===== src/rtl/ocpwm_pkg.sv =====
package ocpwm_pkg;

  localparam logic [1:0] ADDR_PERIOD = 2'd0;
  localparam logic [1:0] ADDR_DUTY   = 2'd1;
  localparam logic [1:0] ADDR_CTRL   = 2'd2;
  localparam int         CTRL_BITS   = 5;

  typedef struct packed {
    logic       out_idle_stop;
    logic       tmr_idle_stop;
    logic [1:0] ps_sel;
    logic       enable;
  } ctrl_t;

  // terminal count of the prescaler for each select code
  function automatic logic [7:0] ps_last(input logic [1:0] sel);
    case (sel)
      2'd0:    ps_last = 8'd0;
      2'd1:    ps_last = 8'd7;
      2'd2:    ps_last = 8'd63;
      default: ps_last = 8'd255;
    endcase
  endfunction

endpackage


===== src/rtl/ocpwm_regs.sv =====
module ocpwm_regs
  import ocpwm_pkg::*;
#(
  parameter int WIDTH = 16
) (
  input  logic             clk,
  input  logic             rst,
  input  logic             wr_en,
  input  logic [1:0]       wr_addr,
  input  logic [WIDTH-1:0] wr_data,
  output logic [WIDTH-1:0] period_q,
  output logic [WIDTH-1:0] shadow_q,
  output ctrl_t            ctrl_q
);

  always_ff @(posedge clk) begin
    if (rst) begin
      period_q <= '0;
      shadow_q <= '0;
      ctrl_q   <= '0;
    end else if (wr_en) begin
      case (wr_addr)
        ADDR_PERIOD: period_q <= wr_data;
        ADDR_DUTY:   shadow_q <= wr_data;
        ADDR_CTRL:   ctrl_q   <= ctrl_t'(wr_data[CTRL_BITS-1:0]);
        default:     ;
      endcase
    end
  end

  AST_CTRL_HOLD: assert property (@(posedge clk) disable iff (rst)
    !wr_en |=> $stable(ctrl_q));

endmodule


===== src/rtl/ocpwm_tick.sv =====
module ocpwm_tick
  import ocpwm_pkg::*;
#(
  parameter int QBITS = 2,
  parameter int PSW   = 8
) (
  input  logic       clk,
  input  logic       rst,
  input  logic       en,
  input  logic       run,
  input  logic [1:0] ps_sel,
  output logic       tick
);

  logic [PSW-1:0] ps_cnt;
  logic [PSW-1:0] ps_lim;
  logic           qwrap;

  assign ps_lim = PSW'(ps_last(ps_sel));

  generate
    if (QBITS > 0) begin : g_quarter
      logic [QBITS-1:0] qcnt;
      always_ff @(posedge clk) begin
        if (rst || !en) qcnt <= '0;
        else if (run)   qcnt <= qcnt + 1'b1;
      end
      assign qwrap = &qcnt;
    end else begin : g_direct
      assign qwrap = 1'b1;
    end
  endgenerate

  always_ff @(posedge clk) begin
    if (rst || !en) begin
      ps_cnt <= '0;
    end else if (run && qwrap) begin
      if (ps_cnt == ps_lim) ps_cnt <= '0;
      else                  ps_cnt <= ps_cnt + 1'b1;
    end
  end

  assign tick = run && qwrap && (ps_cnt == ps_lim);

  generate
    if (QBITS > 0) begin : g_chk
      AST_NO_TICK_AFTER_DIS: assert property (@(posedge clk) disable iff (rst)
        !en |=> !tick);
    end
  endgenerate

endmodule


===== src/rtl/ocpwm_timebase.sv =====
module ocpwm_timebase #(
  parameter int WIDTH = 16
) (
  input  logic             clk,
  input  logic             rst,
  input  logic             en,
  input  logic             tick,
  input  logic [WIDTH-1:0] period,
  output logic [WIDTH-1:0] tmr,
  output logic             wrap
);

  assign wrap = tick && (tmr == period);

  always_ff @(posedge clk) begin
    if (rst || !en)  tmr <= '0;
    else if (wrap)   tmr <= '0;
    else if (tick)   tmr <= tmr + 1'b1;
  end

  AST_WRAP_CLEARS: assert property (@(posedge clk) disable iff (rst)
    wrap |=> (tmr == '0));
  AST_TMR_STILL: assert property (@(posedge clk) disable iff (rst)
    (en && !tick) |=> $stable(tmr));

endmodule


===== src/rtl/ocpwm_compare.sv =====
module ocpwm_compare #(
  parameter int WIDTH = 16
) (
  input  logic             clk,
  input  logic             rst,
  input  logic             en,
  input  logic             run,
  input  logic             tick,
  input  logic             wrap,
  input  logic [WIDTH-1:0] tmr,
  input  logic [WIDTH-1:0] shadow,
  input  logic             flag_clr,
  output logic             pwm_out,
  output logic             flag
);

  logic [WIDTH-1:0] active;
  logic             armed;
  logic [WIDTH:0]   tmr_next;

  assign tmr_next = {1'b0, tmr} + 1'b1;

  always_ff @(posedge clk) begin
    if (rst) begin
      flag <= 1'b0;
    end else if (wrap) begin
      flag <= 1'b1;
    end else if (flag_clr) begin
      flag <= 1'b0;
    end
  end

  always_ff @(posedge clk) begin
    if (rst) begin
      active  <= '0;
      pwm_out <= 1'b0;
      armed   <= 1'b1;
    end else if (!en) begin
      active  <= shadow;
      pwm_out <= 1'b0;
      armed   <= 1'b1;
    end else if (run) begin
      if (armed) begin
        pwm_out <= (active != '0);
        armed   <= 1'b0;
      end else if (wrap) begin
        active  <= shadow;
        pwm_out <= (shadow != '0);
      end else if (tick && (tmr_next == {1'b0, active})) begin
        pwm_out <= 1'b0;
      end
    end
  end

  AST_DIS_LOW: assert property (@(posedge clk) disable iff (rst)
    !en |=> !pwm_out);
  AST_FLAG_SET: assert property (@(posedge clk) disable iff (rst)
    wrap |=> flag);
  AST_FLAG_CLR: assert property (@(posedge clk) disable iff (rst)
    (flag_clr && !wrap) |=> !flag);
  AST_ZERO_LOW: assert property (@(posedge clk) disable iff (rst)
    (wrap && shadow == '0) |=> !pwm_out);
  AST_OVER_HIGH: assert property (@(posedge clk) disable iff (rst)
    (wrap && shadow > tmr) |=> pwm_out);

endmodule


===== src/rtl/ocpwm_top.sv =====
module ocpwm_top
  import ocpwm_pkg::*;
#(
  parameter int WIDTH = 16,
  parameter int QBITS = 2,
  parameter int PSW   = 8
) (
  input  logic             clk,
  input  logic             rst,
  input  logic             wr_en,
  input  logic [1:0]       wr_addr,
  input  logic [WIDTH-1:0] wr_data,
  input  logic             flag_clr,
  input  logic             sleep_req,
  input  logic             idle_req,
  output logic             pwm_out,
  output logic             period_flag
);

  logic [WIDTH-1:0] period_q;
  logic [WIDTH-1:0] shadow_q;
  ctrl_t            ctrl_q;
  logic             run;
  logic             idle_stop;
  logic             tick;
  logic             wrap;
  logic [WIDTH-1:0] tmr;

  assign idle_stop = idle_req && (ctrl_q.tmr_idle_stop || ctrl_q.out_idle_stop);
  assign run       = ctrl_q.enable && !sleep_req && !idle_stop;

  ocpwm_regs #(.WIDTH(WIDTH)) u_regs (
    .clk      (clk),
    .rst      (rst),
    .wr_en    (wr_en),
    .wr_addr  (wr_addr),
    .wr_data  (wr_data),
    .period_q (period_q),
    .shadow_q (shadow_q),
    .ctrl_q   (ctrl_q)
  );

  ocpwm_tick #(.QBITS(QBITS), .PSW(PSW)) u_tick (
    .clk    (clk),
    .rst    (rst),
    .en     (ctrl_q.enable),
    .run    (run),
    .ps_sel (ctrl_q.ps_sel),
    .tick   (tick)
  );

  ocpwm_timebase #(.WIDTH(WIDTH)) u_tb (
    .clk    (clk),
    .rst    (rst),
    .en     (ctrl_q.enable),
    .tick   (tick),
    .period (period_q),
    .tmr    (tmr),
    .wrap   (wrap)
  );

  ocpwm_compare #(.WIDTH(WIDTH)) u_cmp (
    .clk      (clk),
    .rst      (rst),
    .en       (ctrl_q.enable),
    .run      (run),
    .tick     (tick),
    .wrap     (wrap),
    .tmr      (tmr),
    .shadow   (shadow_q),
    .flag_clr (flag_clr),
    .pwm_out  (pwm_out),
    .flag     (period_flag)
  );

  AST_SLEEP_HOLD: assert property (@(posedge clk) disable iff (rst)
    (sleep_req && ctrl_q.enable) |=> $stable(pwm_out));
  AST_IDLE_HOLD: assert property (@(posedge clk) disable iff (rst)
    (idle_stop && ctrl_q.enable) |=> ($stable(pwm_out) && $stable(tmr)));
  AST_RESET_STATE: assert property (@(posedge clk)
    $past(rst) |-> (!pwm_out && !period_flag));

endmodule


===== config.mk =====
export PLATFORM = sky130hd
export DESIGN_NAME = ocpwm_top
export DESIGN_NICKNAME = d
export VERILOG_FILES = /design/src/rtl/ocpwm_pkg.sv /design/src/rtl/ocpwm_regs.sv /design/src/rtl/ocpwm_tick.sv /design/src/rtl/ocpwm_timebase.sv /design/src/rtl/ocpwm_compare.sv /design/src/rtl/ocpwm_top.sv
export SDC_FILE = /design/constraint.sdc
export NUM_CORES = 1
export LEC_CHECK = 0
export BUFFER_PORTS_ARGS = -buffer_cell sky130_fd_sc_hd__buf_2
export CAP_MARGIN = 0
export CORE_MARGIN = 2
export CORE_UTILIZATION = 30
export DETAILED_ROUTE_END_ITERATION = 10
export PLACE_DENSITY_LB_ADDON = 0.05
export SLEW_MARGIN = 0
export SYNTH_ARGS = -nofsm -noshare
export SYNTH_HDL_FRONTEND = slang
export SYNTH_HIERARCHICAL = 1
export SYNTH_SLANG_ARGS = --single-unit

===== constraint.sdc =====
create_clock -name clk -period 5.88 [get_ports clk]
set_input_delay 0.588 -clock clk [delete_from_list [all_inputs] [get_ports clk]]
set_output_delay 0.588 -clock clk [all_outputs]
set_load 0.01 [all_outputs]

==> impl_metrics.py <==
metrics = {
    "power": {
        "clkPwrFrac_pct": 47.9,
        "ir_drop_mv": 0.123,
        "switching_share_pct": 22.8,
        "p_switching_mw": 0.286,
        "seq_power_share_pct": 46.2,
        "comb_power_share_pct": 5.9,
        "p_int_mw": 0.968,
        "p_leak_nw": 1.96,
        "p_per_area_nw_per_um2": 262,
    },
    "placement": {
        "place_congestion": 0.759,
        "dp.final_hpwl_mm": 7.69,
        "port_buffers": 25,
        "place_area_um2": 4470,
    },
    "floorplan": {
        "rows": 43,
        "die_y_um": 122,
        "dieArea_um2": 14900,
        "die-width_um": 122,
        "boundaryPins": 26,
        "core_region_area_um2": 13700,
        "start_util_pct": 30.5,
    },
    "detailed_routing": {
        "ant_nets": 0,
        "num_vias": 3103,
        "routed_wl_mm": 10.6,
        "viasPerCell": 4.80,
        "drt_iter0_drc": 157,
        "drt-wirelength-per-cell_um": 16.5,
        "dr.pass1.iters": 4,
        "drc": 0,
    },
    "synth": {
        "dominantRegCellSynth": "dfxtp_1",
        "synth_area_per_cell_um2": 9.52,
        "async_reset_ff_share_pct": 0,
        "synth_cell_type_count": 44,
        "syn_nets": 467,
        "synthTopCellsByArea": "dfxtp_1, mux2i_1, nand2b_1, xor2_1, xnor2_1",
        "ys_ff_latch": 82,
        "synth_edf_count": 0,
        "syn-cell-area_um2": 4180,
        "synth-warning-count": 6,
        "synth_top_area_cell": "dfxtp_1",
        "yosysSeqAreaShare_pct": 39.3,
        "synth_top_area_share_pct": 39.3,
        "synth_cells": 439,
    },
    "timing": {
        "tightest_slew_ps": 1100,
        "slew_viol_final": 0,
        "final.setup_skew_ps": 9.61,
        "setup_viol": 0,
        "tns_ps": 0,
        "fin_crit_ps": 3690,
        "grt_setup_unrepaired": "false",
        "fin_crit_sh_pct": 62.7,
        "fmax_mhz": 271,
        "maxSlewHeadroom_pct": 26.1,
        "hold_viol": 0,
    },
    "global_routing": {
        "grt_pass1_vias": 3094,
        "globalRouteOverflowTotal": 0,
        "antenna_found_initial": 0,
        "grtUsageTotal_pct": 15.4,
        "grt_max_degree": 74,
        "grt_pass1_wl_mm": 17.2,
    },
    "clocking": {
        "cts_inserted_buffers": 9,
        "cts_resized": 0,
        "hold_buffers": 0,
        "cts_tree": "yes",
        "clk_pin_slew_ps": 60,
        "clockBufferDepth": 2,
        "htree_levels": 3,
        "clock-sinks": 82,
        "cts-root-buf": "clkbuf_16",
        "clock_latency_ps": 350,
        "post_cts_buffers": 0,
    },
    "final_layout": {
        "fill_cells": 1454,
        "syn_to_final_growth_pct": 14.6,
        "nets": 489,
        "diodes": 0,
        "layout-drive-gt1-share_pct": 12.0,
        "fin_area_um2": 4790,
        "multiInputGateArea_um2": 2450,
        "ff_latch_area_um2": 1640,
    },
    "worst_hold_path": {
        "holdCritPathClass": "reg2reg",
    },
    "outcome": {
        "status": "finished, final reports clean",
    },
    "setup_path": {
        "cp_max_fo": 16,
        "cp_data_arrival_time_ps": 3880,
        "cp-end-kind": "flop",
        "crit_required_ps": 6080,
        "worstSetupPathType": "reg2reg",
        "start_kind": "flop",
    },
    "job": {
        "drv_cap": 0,
    },
}
[metrics by stage]
step                      setup slack (ps)  utilization (%)  hold slack, ps  std cells  power (mW)
after floorplan                       2510                -             453        439       0.640
after detailed placement              1900             32.6             474        630       0.667
after global placement                2000             32.6             476        630       0.667
after CTS                             2180             34.9             486        646        1.28
after global routing                  1790             34.9             509        646        1.30
final                                 2190             34.9             486        646        1.25
[cell type report]
class / instances / area share (%)
multi-input cells: 338 / 51.3
flip-flops and latches: 82 / 34.3
clock buffers: 13 / 5.65
well taps: 180 / 4.71
repair buffers: 26 / 2.77
clock inverters: 3 / 0.967
inverters: 4 / 0.314
[worst max-delay path, cell delays in order (launching register included)]
cell and delay, ps:
dfxtp_1 440, and3b_1 460, nand2_1 260, a2111oi_4 380, buf_4 260, nand2_1 80, nor4_1 490, nand3_1 130
nand2_1 690, mux2i_1 270, nor2_1 60
[Yosys cell counts, drive strengths merged, types with 4 or more instances]
cell type	n
and4	4
nor3	12
ha	4
nand4	15
nand2b	54
nand2	15
dfxtp	82
nand3	20
inv	4
buf	7
xor2	38
o21ai	4
clkbuf	8
nor4	17
mux2i	57
nor2	45
xnor2	27
[registers in the layout (all words and copies together), names as in the netlist]
signal / flops
u_cmp/active: 16
u_tb/tmr: 16
u_cmp/pwm_out: 1
u_tick/ps_cnt: 8
u_regs/ctrl_q: 5
u_regs/shadow_q: 16
u_cmp/armed: 1
u_tick/g_quarter.qcnt: 2
u_cmp/flag: 1
u_regs/period_q: 16
[worst paths after layout]
path                     from              end  slack (ps)  depth (start not counted)
max          u_regs/ctrl_q[0]  u_cmp/active[2]        2190                         10
min             u_cmp/pwm_out    u_cmp/pwm_out         490                          2
max reg2reg  u_regs/ctrl_q[0]  u_cmp/active[2]        2190                         10
min reg2reg     u_cmp/pwm_out    u_cmp/pwm_out         490                          2
[power groups by stage]
stage,Sequential (mW),Combinational (mW),Clock [mW]
floorplan,0.586,0.0543,0
global placement,0.592,0.0746,0
detailed placement,0.592,0.0752,0
CTS,0.579,0.0755,0.622
global route,0.580,0.0819,0.641
finish,0.579,0.0741,0.601
[kinds of logic (layout without fill, tap and decap cells)]
kind of cell | after synthesis | in the layout | synth area share (%)
AO/OA/AOI/OAI | 17 | 17 | 4.10
multiplexers | 57 | 57 | 13.7
flip-flops | 82 | 82 | 39.3
XOR/XNOR | 65 | 65 | 13.6
buffers and inverters | 19 | 46 | 2.07
adder cells (fa/ha/maj) | 4 | 4 | 1.20
AND/OR/NAND/NOR | 195 | 195 | 26.1
[routing by layer]
metal	track usage, %	vias to the layer above	part of all wire, %
met5	0	-	0
met4	6.39	0	2.1
li1	-	1578	-
met3	3.23	12	2.2
met2	22.8	42	44
met1	21.6	1471	51
[cells in the final DEF, fill, tap and decap left out, types with 2 or more instances in the layout]
cell       count
nor2b_1        2
clkbuf_8       3
nor4_1        17
o21ai_0        2
nand3_1       19
clkbuf_16      9
o21a_1         2
nor3_1        11
mux2i_1       57
xor2_1        38
nor2_1        45
nand4_1       14
and4_1         3
ha_1           4
nand3b_1       2
and3b_1        2
xnor2_1       27
inv_1          4
nand2_1       15
dfxtp_1       82
o21ai_1        2
buf_2         25
nand2b_1      54
or2_2          2
Note: power is estimated with default switching activity, not from simulation.
